`src/rtl/irq_redir_pkg.sv`:
```
`timescale 1ns/1ps
package irq_redir_pkg;
  typedef struct packed {
    logic [7:0] dest;
    logic       mask;
    logic       level;
    logic       active_low;
    logic       dst_logical;
    logic [2:0] dlv_mode;
    logic [7:0] vector;
  } rte_t;

  typedef struct packed {
    logic [7:0] dest;
    logic       level;
    logic       dst_logical;
    logic [2:0] dlv_mode;
    logic [7:0] vector;
  } msg_t;

  localparam logic [4:0] OFS_SEL  = 5'h00;
  localparam logic [4:0] OFS_WIN  = 5'h10;
  localparam logic [7:0] IDX_ID   = 8'h00;
  localparam logic [7:0] IDX_VER  = 8'h01;
  localparam int         IDX_TBL  = 16;
  localparam logic [7:0] VER_CODE = 8'h11;

  localparam rte_t RTE_RST = '{dest: 8'h00, mask: 1'b1, level: 1'b0, active_low: 1'b0,
                               dst_logical: 1'b0, dlv_mode: 3'd0, vector: 8'h00};
endpackage

```
`src/rtl/irq_reg_file.sv`:
```
`timescale 1ns/1ps
module irq_reg_file
  import irq_redir_pkg::*;
#(
  parameter int         NUM_PINS = 24,
  parameter logic [7:0] ID_VAL   = 8'h02
) (
  input  logic                  clk_i,
  input  logic                  rst_ni,
  input  logic                  bus_we_i,
  input  logic [4:0]            bus_addr_i,
  input  logic [31:0]           bus_wdata_i,
  output logic [31:0]           bus_rdata_o,
  input  logic [NUM_PINS-1:0]   pend_i,
  input  logic [NUM_PINS-1:0]   rirr_i,
  output rte_t [NUM_PINS-1:0]   entries_o
);
  localparam logic [7:0] LAST_IDX = 8'(NUM_PINS - 1);

  logic [7:0] sel_q;
  logic       win_we;
  logic       unused_wd;

  assign win_we    = bus_we_i && (bus_addr_i == OFS_WIN);
  assign unused_wd = ^{bus_wdata_i[23:17], bus_wdata_i[14], bus_wdata_i[12]};

  always_ff @(posedge clk_i or negedge rst_ni) begin
    if (!rst_ni)                                    sel_q <= '0;
    else if (bus_we_i && (bus_addr_i == OFS_SEL))   sel_q <= bus_wdata_i[7:0];
  end

  for (genvar n = 0; n < NUM_PINS; n++) begin : g_ent
    rte_t ent_q;
    always_ff @(posedge clk_i or negedge rst_ni) begin
      if (!rst_ni) begin
        ent_q <= RTE_RST;
      end else if (win_we && (sel_q == 8'(IDX_TBL + 2*n))) begin
        ent_q.vector      <= bus_wdata_i[7:0];
        ent_q.dlv_mode    <= bus_wdata_i[10:8];
        ent_q.dst_logical <= bus_wdata_i[11];
        ent_q.active_low  <= bus_wdata_i[13];
        ent_q.level       <= bus_wdata_i[15];
        ent_q.mask        <= bus_wdata_i[16];
      end else if (win_we && (sel_q == 8'(IDX_TBL + 2*n + 1))) begin
        ent_q.dest        <= bus_wdata_i[31:24];
      end
    end
    assign entries_o[n] = ent_q;
  end

  always_comb begin
    bus_rdata_o = '0;
    if (bus_addr_i == OFS_SEL) begin
      bus_rdata_o = {24'h0, sel_q};
    end else if (bus_addr_i == OFS_WIN) begin
      if (sel_q == IDX_ID)  bus_rdata_o = {ID_VAL, 24'h0};
      if (sel_q == IDX_VER) bus_rdata_o = {8'h00, LAST_IDX, 8'h00, VER_CODE};
      for (int n = 0; n < NUM_PINS; n++) begin
        if (sel_q == 8'(IDX_TBL + 2*n))
          bus_rdata_o = {15'h0, entries_o[n].mask, entries_o[n].level, rirr_i[n],
                         entries_o[n].active_low, pend_i[n], entries_o[n].dst_logical,
                         entries_o[n].dlv_mode, entries_o[n].vector};
        if (sel_q == 8'(IDX_TBL + 2*n + 1))
          bus_rdata_o = {entries_o[n].dest, 24'h0};
      end
    end
  end
endmodule

```
`src/rtl/irq_pin_ctl.sv`:
```
`timescale 1ns/1ps
module irq_pin_ctl (
  input  logic       clk_i,
  input  logic       rst_ni,
  input  logic       irq_i,
  input  logic       act_low_i,
  input  logic       level_i,
  input  logic       mask_i,
  input  logic [7:0] vector_i,
  input  logic       acc_i,
  input  logic       eoi_valid_i,
  input  logic [7:0] eoi_vector_i,
  output logic       pend_o,
  output logic       rirr_o
);
  logic act, act_q, pend_q, rirr_q, fire;

  assign act  = irq_i ^ act_low_i;
  assign fire = !mask_i && act && (level_i ? (!rirr_q && !pend_q) : !act_q);

  always_ff @(posedge clk_i or negedge rst_ni) begin
    if (!rst_ni) begin
      act_q  <= 1'b0;
      pend_q <= 1'b0;
      rirr_q <= 1'b0;
    end else begin
      act_q  <= act;
      pend_q <= (pend_q && !acc_i) || fire;  // new request beats clear
      if (acc_i && level_i)                                   rirr_q <= 1'b1;
      else if (!level_i)                                      rirr_q <= 1'b0;
      else if (eoi_valid_i && (eoi_vector_i == vector_i))     rirr_q <= 1'b0;
    end
  end

  assign pend_o = pend_q;
  assign rirr_o = rirr_q;

  AST_ACC_NEEDS_PEND: assert property (@(posedge clk_i) disable iff (!rst_ni)
    acc_i |-> pend_q);
  AST_NO_ACC_BLOCKED: assert property (@(posedge clk_i) disable iff (!rst_ni)
    rirr_q |-> !acc_i);
  AST_ACC_SETS_RIRR: assert property (@(posedge clk_i) disable iff (!rst_ni)
    (acc_i && level_i) |=> rirr_q);
endmodule

```
`src/rtl/irq_msg_sel.sv`:
```
`timescale 1ns/1ps
module irq_msg_sel
  import irq_redir_pkg::*;
#(
  parameter int NUM_PINS = 24
) (
  input  logic                  clk_i,
  input  logic                  rst_ni,
  input  logic [NUM_PINS-1:0]   eligible_i,
  input  msg_t [NUM_PINS-1:0]   msgs_i,
  input  logic                  ready_i,
  output logic                  valid_o,
  output msg_t                  msg_o,
  output logic [NUM_PINS-1:0]   accept_o
);
  localparam int IDX_W = (NUM_PINS > 1) ? $clog2(NUM_PINS) : 1;

  logic             busy_q, found;
  logic [IDX_W-1:0] cur_q, ptr_q, pick;
  msg_t             msg_q;

  always_comb begin
    int j;
    found = 1'b0;
    pick  = '0;
    for (int k = 0; k < NUM_PINS; k++) begin
      j = int'(ptr_q) + k;
      if (j >= NUM_PINS) j = j - NUM_PINS;
      if (!found && eligible_i[j]) begin
        found = 1'b1;
        pick  = IDX_W'(j);
      end
    end
  end

  always_ff @(posedge clk_i or negedge rst_ni) begin
    if (!rst_ni) begin
      busy_q <= 1'b0;
      cur_q  <= '0;
      ptr_q  <= '0;
      msg_q  <= '0;
    end else if (busy_q) begin
      if (ready_i) busy_q <= 1'b0;
    end else if (found) begin
      busy_q <= 1'b1;
      cur_q  <= pick;
      msg_q  <= msgs_i[pick];
      ptr_q  <= (pick == IDX_W'(NUM_PINS - 1)) ? '0 : pick + 1'b1;
    end
  end

  always_comb begin
    accept_o = '0;
    if (busy_q && ready_i) accept_o[cur_q] = 1'b1;
  end

  assign valid_o = busy_q;
  assign msg_o   = msg_q;

  AST_MSG_HELD: assert property (@(posedge clk_i) disable iff (!rst_ni)
    (valid_o && !ready_i) |=> (valid_o && $stable(msg_o)));
  AST_GAP_AFTER_ACC: assert property (@(posedge clk_i) disable iff (!rst_ni)
    (valid_o && ready_i) |=> !valid_o);
endmodule

```
`src/rtl/irq_redirect.sv`:
```
`timescale 1ns/1ps
module irq_redirect
  import irq_redir_pkg::*;
#(
  parameter int         NUM_PINS = 24,
  parameter logic [7:0] ID_VAL   = 8'h02
) (
  input  logic                clk_i,
  input  logic                rst_ni,
  input  logic [NUM_PINS-1:0] irq_i,
  input  logic                bus_we_i,
  input  logic [4:0]          bus_addr_i,
  input  logic [31:0]         bus_wdata_i,
  output logic [31:0]         bus_rdata_o,
  output logic                msg_valid_o,
  input  logic                msg_ready_i,
  output logic [7:0]          msg_vector_o,
  output logic [2:0]          msg_dlv_mode_o,
  output logic                msg_dst_logical_o,
  output logic [7:0]          msg_dest_o,
  output logic                msg_level_o,
  input  logic                eoi_valid_i,
  input  logic [7:0]          eoi_vector_i
);
  rte_t [NUM_PINS-1:0] entries;
  msg_t [NUM_PINS-1:0] msgs;
  logic [NUM_PINS-1:0] pend, rirr, eligible, accept;
  msg_t                msg;

  irq_reg_file #(.NUM_PINS(NUM_PINS), .ID_VAL(ID_VAL)) u_regs (
    .clk_i, .rst_ni, .bus_we_i, .bus_addr_i, .bus_wdata_i, .bus_rdata_o,
    .pend_i(pend), .rirr_i(rirr), .entries_o(entries)
  );

  for (genvar n = 0; n < NUM_PINS; n++) begin : g_pin
    irq_pin_ctl u_pin (
      .clk_i, .rst_ni,
      .irq_i       (irq_i[n]),
      .act_low_i   (entries[n].active_low),
      .level_i     (entries[n].level),
      .mask_i      (entries[n].mask),
      .vector_i    (entries[n].vector),
      .acc_i       (accept[n]),
      .eoi_valid_i,
      .eoi_vector_i,
      .pend_o      (pend[n]),
      .rirr_o      (rirr[n])
    );
    assign eligible[n] = pend[n] && !entries[n].mask;
    assign msgs[n] = '{dest: entries[n].dest, level: entries[n].level,
                       dst_logical: entries[n].dst_logical,
                       dlv_mode: entries[n].dlv_mode, vector: entries[n].vector};
  end

  irq_msg_sel #(.NUM_PINS(NUM_PINS)) u_sel (
    .clk_i, .rst_ni,
    .eligible_i (eligible),
    .msgs_i     (msgs),
    .ready_i    (msg_ready_i),
    .valid_o    (msg_valid_o),
    .msg_o      (msg),
    .accept_o   (accept)
  );

  assign msg_vector_o      = msg.vector;
  assign msg_dlv_mode_o    = msg.dlv_mode;
  assign msg_dst_logical_o = msg.dst_logical;
  assign msg_dest_o        = msg.dest;
  assign msg_level_o       = msg.level;

  AST_RESET_QUIET: assert property (@(posedge clk_i) disable iff (!rst_ni)
    $rose(msg_valid_o) |-> $past(|eligible));
endmodule

```
`config.mk`:
```
export PLATFORM = sky130hd
export DESIGN_NAME = irq_redirect
export DESIGN_NICKNAME = d
export VERILOG_FILES = /design/src/rtl/irq_redir_pkg.sv /design/src/rtl/irq_reg_file.sv /design/src/rtl/irq_pin_ctl.sv /design/src/rtl/irq_msg_sel.sv /design/src/rtl/irq_redirect.sv
export SDC_FILE = /design/constraint.sdc
export NUM_CORES = 2
export LEC_CHECK = 0
export BUFFER_PORTS_ARGS = -buffer_cell sky130_fd_sc_hd__buf_2
export CORE_MARGIN = 8
export CORE_UTILIZATION = 64
export CTS_CLUSTER_SIZE = 10
export DETAILED_ROUTE_END_ITERATION = 6
export PLACE_DENSITY = 0.79
export SLEW_MARGIN = 0
export SYNTH_ARGS = -nofsm -noshare
export SYNTH_HDL_FRONTEND = slang
export SYNTH_SLANG_ARGS = --single-unit
export TNS_END_PERCENT = 100
```
`constraint.sdc`:
```
create_clock -name clk_i -period 8.3 [get_ports clk_i]
set_clock_uncertainty 0.05 [all_clocks]
set_input_delay 2.49 -clock clk_i [delete_from_list [all_inputs] [get_ports clk_i]]
set_output_delay 2.49 -clock clk_i [all_outputs]
set_load 0.005 [all_outputs]
```
# == After elaboration in Yosys (flattened, before gate mapping) ==
# Cells that the tools add are included.
# totals
reg_bits,664
wordCells,1234
out_inout_bits,54
inputBits,74
# classes
eq_ne,99
n_reduce_logical,437
bitwise,49
add_sub_neg,48
mux,301
order_cmp,51
# op_table
cell,n
$mux 32,73
$lt 32x7->1 const B,24
$ge 32x6->1 const B,23
$sub 32x6->32 const B,23
$eq 8x6->1 const B,32
$logic_and 1x1->1,243
$eq 8x8->1,24
$mux 1,172
$logic_not 1->1,143
$eq 8x5->1 const B,16
$mux 5,25
$bmux 1 s5,24
$bmux 21 s5,1
$mux 26,3
$ne 3x1->1 const B,24
$reduce_and 2->1,25
$add 5x4->6 const B,8
$add 5x5->6 const B,8
$not 1->1,25
$add 5x3->6 const B,4
$logic_or 1x1->1,24
$mux 24,1
$xor 1x1->1,24
$mux 21,1
12 further kinds,15

# == Logic depth before layout (Yosys ltp) ==
# logic_depth
word_depth,77
depth_mapped,33
ltp_nobuf,24

# == By module ==
# A second synthesis with hierarchy kept.
# hier_totals
cells_unflattened,4101
hier_area_um2,43964.7
# modules_own_cells
module,n_inst,cells_per_inst,seq_area_each_um2,area_per_inst_um2
irq_reg_file,1,1994,14043.5,26535.4
irq_msg_sel,1,1531,800.8,11994.0
irq_pin_ctl,24,23,75.1,212.7
irq_redirect,1,24,0.0,330.3

# == Worst setup path before layout ==
# OpenSTA, ideal clock, no wires.
# synth_timing
kind,input to output
start,in bus_addr_i[1]
end,out bus_rdata_o[1]
path_stages,5
slack_ns,2.031
n_path_buf,0
arrival_time_ns,3.729
required_time_ns,5.760
cell_sequence,nor4_1 > nand2_1 > nor2_1 > o21ai_0 > nand2_1
# synth_between
elab_chain_len,3
word_cells_on_any_way,4
cone_classes,eq/ne (1); mux (2); reduce/logical (1)
# synth_lines
item,line_no,rtl
"start, declared",irq_redirect.sv:12,"input logic [4:0] bus_addr_i,"
$eq 5x5->1,irq_reg_file.sv:55,end else if (bus_addr_i == OFS_WIN) begin
$mux 32,irq_reg_file.sv:55,
$mux 32 (*),irq_reg_file.sv:53,if (bus_addr_i == OFS_SEL) begin
"end, declared",irq_redirect.sv:14,"output logic [31:0] bus_rdata_o,"
# Mark *: on every way between the ends. The rest lies on a longest branch, timed or not.

# == Final worst setup path ==
# layout_timing
start,in bus_addr_i[1]
end,out bus_rdata_o[10]
# Same word-level chain as after synthesis.

==> impl_metrics.env <==
export IMPL_status="finished, violations left"
export IMPL_violations="design-rule violations"
export IMPL_netlist_area_um2=42100
export IMPL_cts_root_buf="clkbuf_16"
export IMPL_worst_pin_slew_ps=1400
export IMPL_post_cts_setup_buffers=0
export IMPL_max_slew_margin_rel_pct=5.89
export IMPL_grt_usage_pct=39.6
export IMPL_initial_core_util_pct=64.3
export IMPL_synth_ff_type="dfrtp_1"
export IMPL_die_h_um=272
export IMPL_startpoint="bus_addr_i[1]"
export IMPL_cts_hold_fix_buffers=0
export IMPL_clk_path_buf_depth=3
export IMPL_rsz0062_at_grt="false"
export IMPL_ir_drop_mv=0.915
export IMPL_yosys_warnings=0
export IMPL_final_area_um2=46100
export IMPL_rows=94
export IMPL_drc=7
export IMPL_slew_violations=0
export IMPL_power_mw=20.6
export IMPL_wire_per_inst_um=30.8
export IMPL_critPathKind="primary input to primary output"
export IMPL_crit_path_start_kind="primary input"
export IMPL_post_dp_cell_area_um2=43800
export IMPL_synth_top_area_share_pct=38.1
export IMPL_nets=4118
export IMPL_grt_pass1_vias=35800
export IMPL_cpMostUsedCell="buf_2"
export IMPL_setup_violations=0
export IMPL_ios=128
export IMPL_crit_required_ps=5760
export IMPL_worstPathArrival_ps=5190
export IMPL_postRouteWirelength_mm=151
export IMPL_cp_end_kind="primary output"
export IMPL_yosys_register_bits=664
export IMPL_dieWidth_um=272
export IMPL_clock_latency_ps=640
export IMPL_synth_edf_count=0
export IMPL_ys_seq_area_share_pct=39.6
export IMPL_yosysUniqueCellTypes=98
export IMPL_hold_class="register to register"
export IMPL_numPortBuffers=114
export IMPL_reg2regPathDepth=23
export IMPL_viasPerCell=7.48
export IMPL_vias=36700
export IMPL_cts_resized=0
export IMPL_grt_max_degree=172
export IMPL_rr_endpoint="u_sel.msg_o[20]"
export IMPL_synth_top_area_cell="dfrtp_1"
export IMPL_power_density_nw_per_um2=446
export IMPL_htreeDepth=3
export IMPL_die_area_um2=74200
export IMPL_drtAntennaViolNets=0
export IMPL_grt_remaining_overflow=0
export IMPL_clkTransAtPathRegs_ps=60
export IMPL_setup_tns_ps=0
export IMPL_cts_sinks=664
export IMPL_min_path_cells=2
export IMPL_drtIter0Drc=5861
export IMPL_synthTopCellsByArea="dfrtp_1 38%, mux2_2 16%, mux2i_1 7.1%, xor2_1 4.0%, a22oi_1 3.0%"
export IMPL_synthToLayoutAreaGrowth_pct=9.68
export IMPL_cp_cell_sequence="buf_2 > nor4_1 > nand3_1 > a31oi_1 > buf_2"
export IMPL_hold_viol=0
export IMPL_critical_path_slowest_cell="nand3_1"
export IMPL_cts_made_buffers=78
export IMPL_hold_path_startpoint="u_sel.msg_o[18]"
export IMPL_r2r_start="u_sel.ptr_q[1]"
export IMPL_syn_inst=3961
export IMPL_post_route_period_util_pct=93.2
export IMPL_crit_path_end="bus_rdata_o[10]"
export IMPL_antenna_found_initial=5
export IMPL_ys_async_sr_fraction_pct=100
export IMPL_syn_area_per_cell_um2=10.6
export IMPL_max_stage_delay_ps=910
export IMPL_gp_congestion=1.04
export IMPL_grt_pass1_wl_mm=226
export IMPL_fmax_mhz=129
export IMPL_cellLeakagePower_nw=21.2
export IMPL_r2r_slack_ps=840
export IMPL_drtPass1Iterations=7
export IMPL_dp_hpwl_mm=106
export IMPL_cts_tree="yes"
export IMPL_cap_violations=0
export IMPL_cp_max_fo=10
export IMPL_drive_gt1_share_pct=26.5
export IMPL_core_area_um2=65400
export IMPL_min_period_ps=7730
worst min path at each step:
| stage | endpoint | slack, ps |
|---|---|---|
| 2_1_floorplan | g_pin[0].u_pin.act_q | 430 |
| 3_3_place_gp | u_sel.msg_o[8] | 440 |
| 3_5_place_dp | u_sel.msg_o[18] | 450 |
| 4_1_cts | g_pin[16].u_pin.act_q | 460 |
| 5_1_grt | u_sel.msg_o[18] | 480 |
| 6_report | u_sel.msg_o[18] | 470 |
power by group:
part	leakage, nW	switching (mW)	internal (mW)	total [mW]
Combinational	11.1	9.16	4.70	13.9
Sequential	8.97	0.166	3.36	3.53
Clock	1.09	1.38	1.81	3.19
cells in the mapped netlist, drive strengths merged, types with 19 or more instances:
master    n
nor2b    29
dfstp    24
xor2    195
o41ai    30
a21oi    90
a222oi   37
nand2   197
nand2b   19
mux2i   299
nor3b    19
a22oi   169
o21ai   114
clkbuf  177
nor4     86
nand3    74
mux2    591
buf     114
a22o     63
inv      60
ha       40
dfrtp   640
a21boi   29
xnor2    42
a32oi    22
nor2    206
mux4     20
o211a    24
a221oi   77
nand4    74
nor3     82
a32o     25
logic make-up after synthesis:
logic type      synth area share (%)
flops                           39.6
other cells                  0.00892
compound gates                  15.4
fa+ha+maj                       1.19
simple gates                    11.2
buf+inv                         3.64
xor+xnor                        4.95
mux                             24.0
critical path: cells and delay by family:
kind	cells	cell delay (ps)
buf+inv	2	320
simple gates	2	1600
compound gates	1	770
registers in the layout (all words and copies together), names as in the netlist:
register and cells:
u_sel.valid_o 1, u_regs.sel_q 8, u_sel.msg_o 21, g_pin.u_pin.act_q 24, g_pin.u_pin.pend_o 24, u_sel.cur_q 5, u_regs.entries_o 552, g_pin.u_pin.rirr_o 24
u_sel.ptr_q 5
cell usage in the layout (no fill, tap or decap), types with 16 or more instances in the layout:
cell / count
a31oi_1: 18
o41ai_1: 29
nor2_1: 199
mux2_2: 591
a32oi_1: 22
nand4_1: 72
nor3_1: 52
a22oi_1: 169
mux4_2: 20
nand3_1: 73
nor3_2: 30
o21ai_0: 88
inv_1: 55
clkbuf_1: 22
a22o_1: 63
buf_4: 127
a211oi_1: 18
buf_2: 113
nor3b_1: 16
a21oi_1: 88
dfstp_2: 24
a222oi_1: 37
nand2b_1: 19
xor2_1: 193
ha_1: 40
nor4_1: 76
mux2i_1: 299
xnor2_1: 42
o211a_1: 24
nand2_1: 196
or3_1: 16
clkbuf_16: 80
a32o_1: 25
a21o_1: 17
nor2b_1: 29
dfrtp_1: 639
a21boi_0: 29
o21ai_1: 24
a221oi_1: 76
final cells by class:
| class | count | area (um2) |
|---|---|---|
| clock buffer | 104 | 2110 |
| antenna | 3 | 7.51 |
| multi-input combinational | 2949 | 24100 |
| fill | 4901 | 19300 |
| clock inverter | 8 | 161 |
| sequential | 664 | 16600 |
| inverter | 60 | 233 |
| tap | 864 | 1080 |
| timing repair buffer | 251 | 1730 |
per-stage QoR:
stage                     cells  hold slack, ps  setup slack, ps  util, %
final                      4903             468              567     70.5
after global routing       4901             480              386     70.5
after CTS                  4900             462              650     70.5
after detailed placement   4788             448              645     67.0
after global placement     4788             438              695     67.0
after floorplan            3964             425             2030        -
metal layers:
layer,vias up,share of wire [%],GRT usage [%]
met5,-,0.032,0.657
met1,18200,38,53.5
met4,6,6.3,19.8
li1,15200,-,-
met2,2680,42,57.4
met3,640,13,12.2
Note: power is estimated with default switching activity, not from simulation.
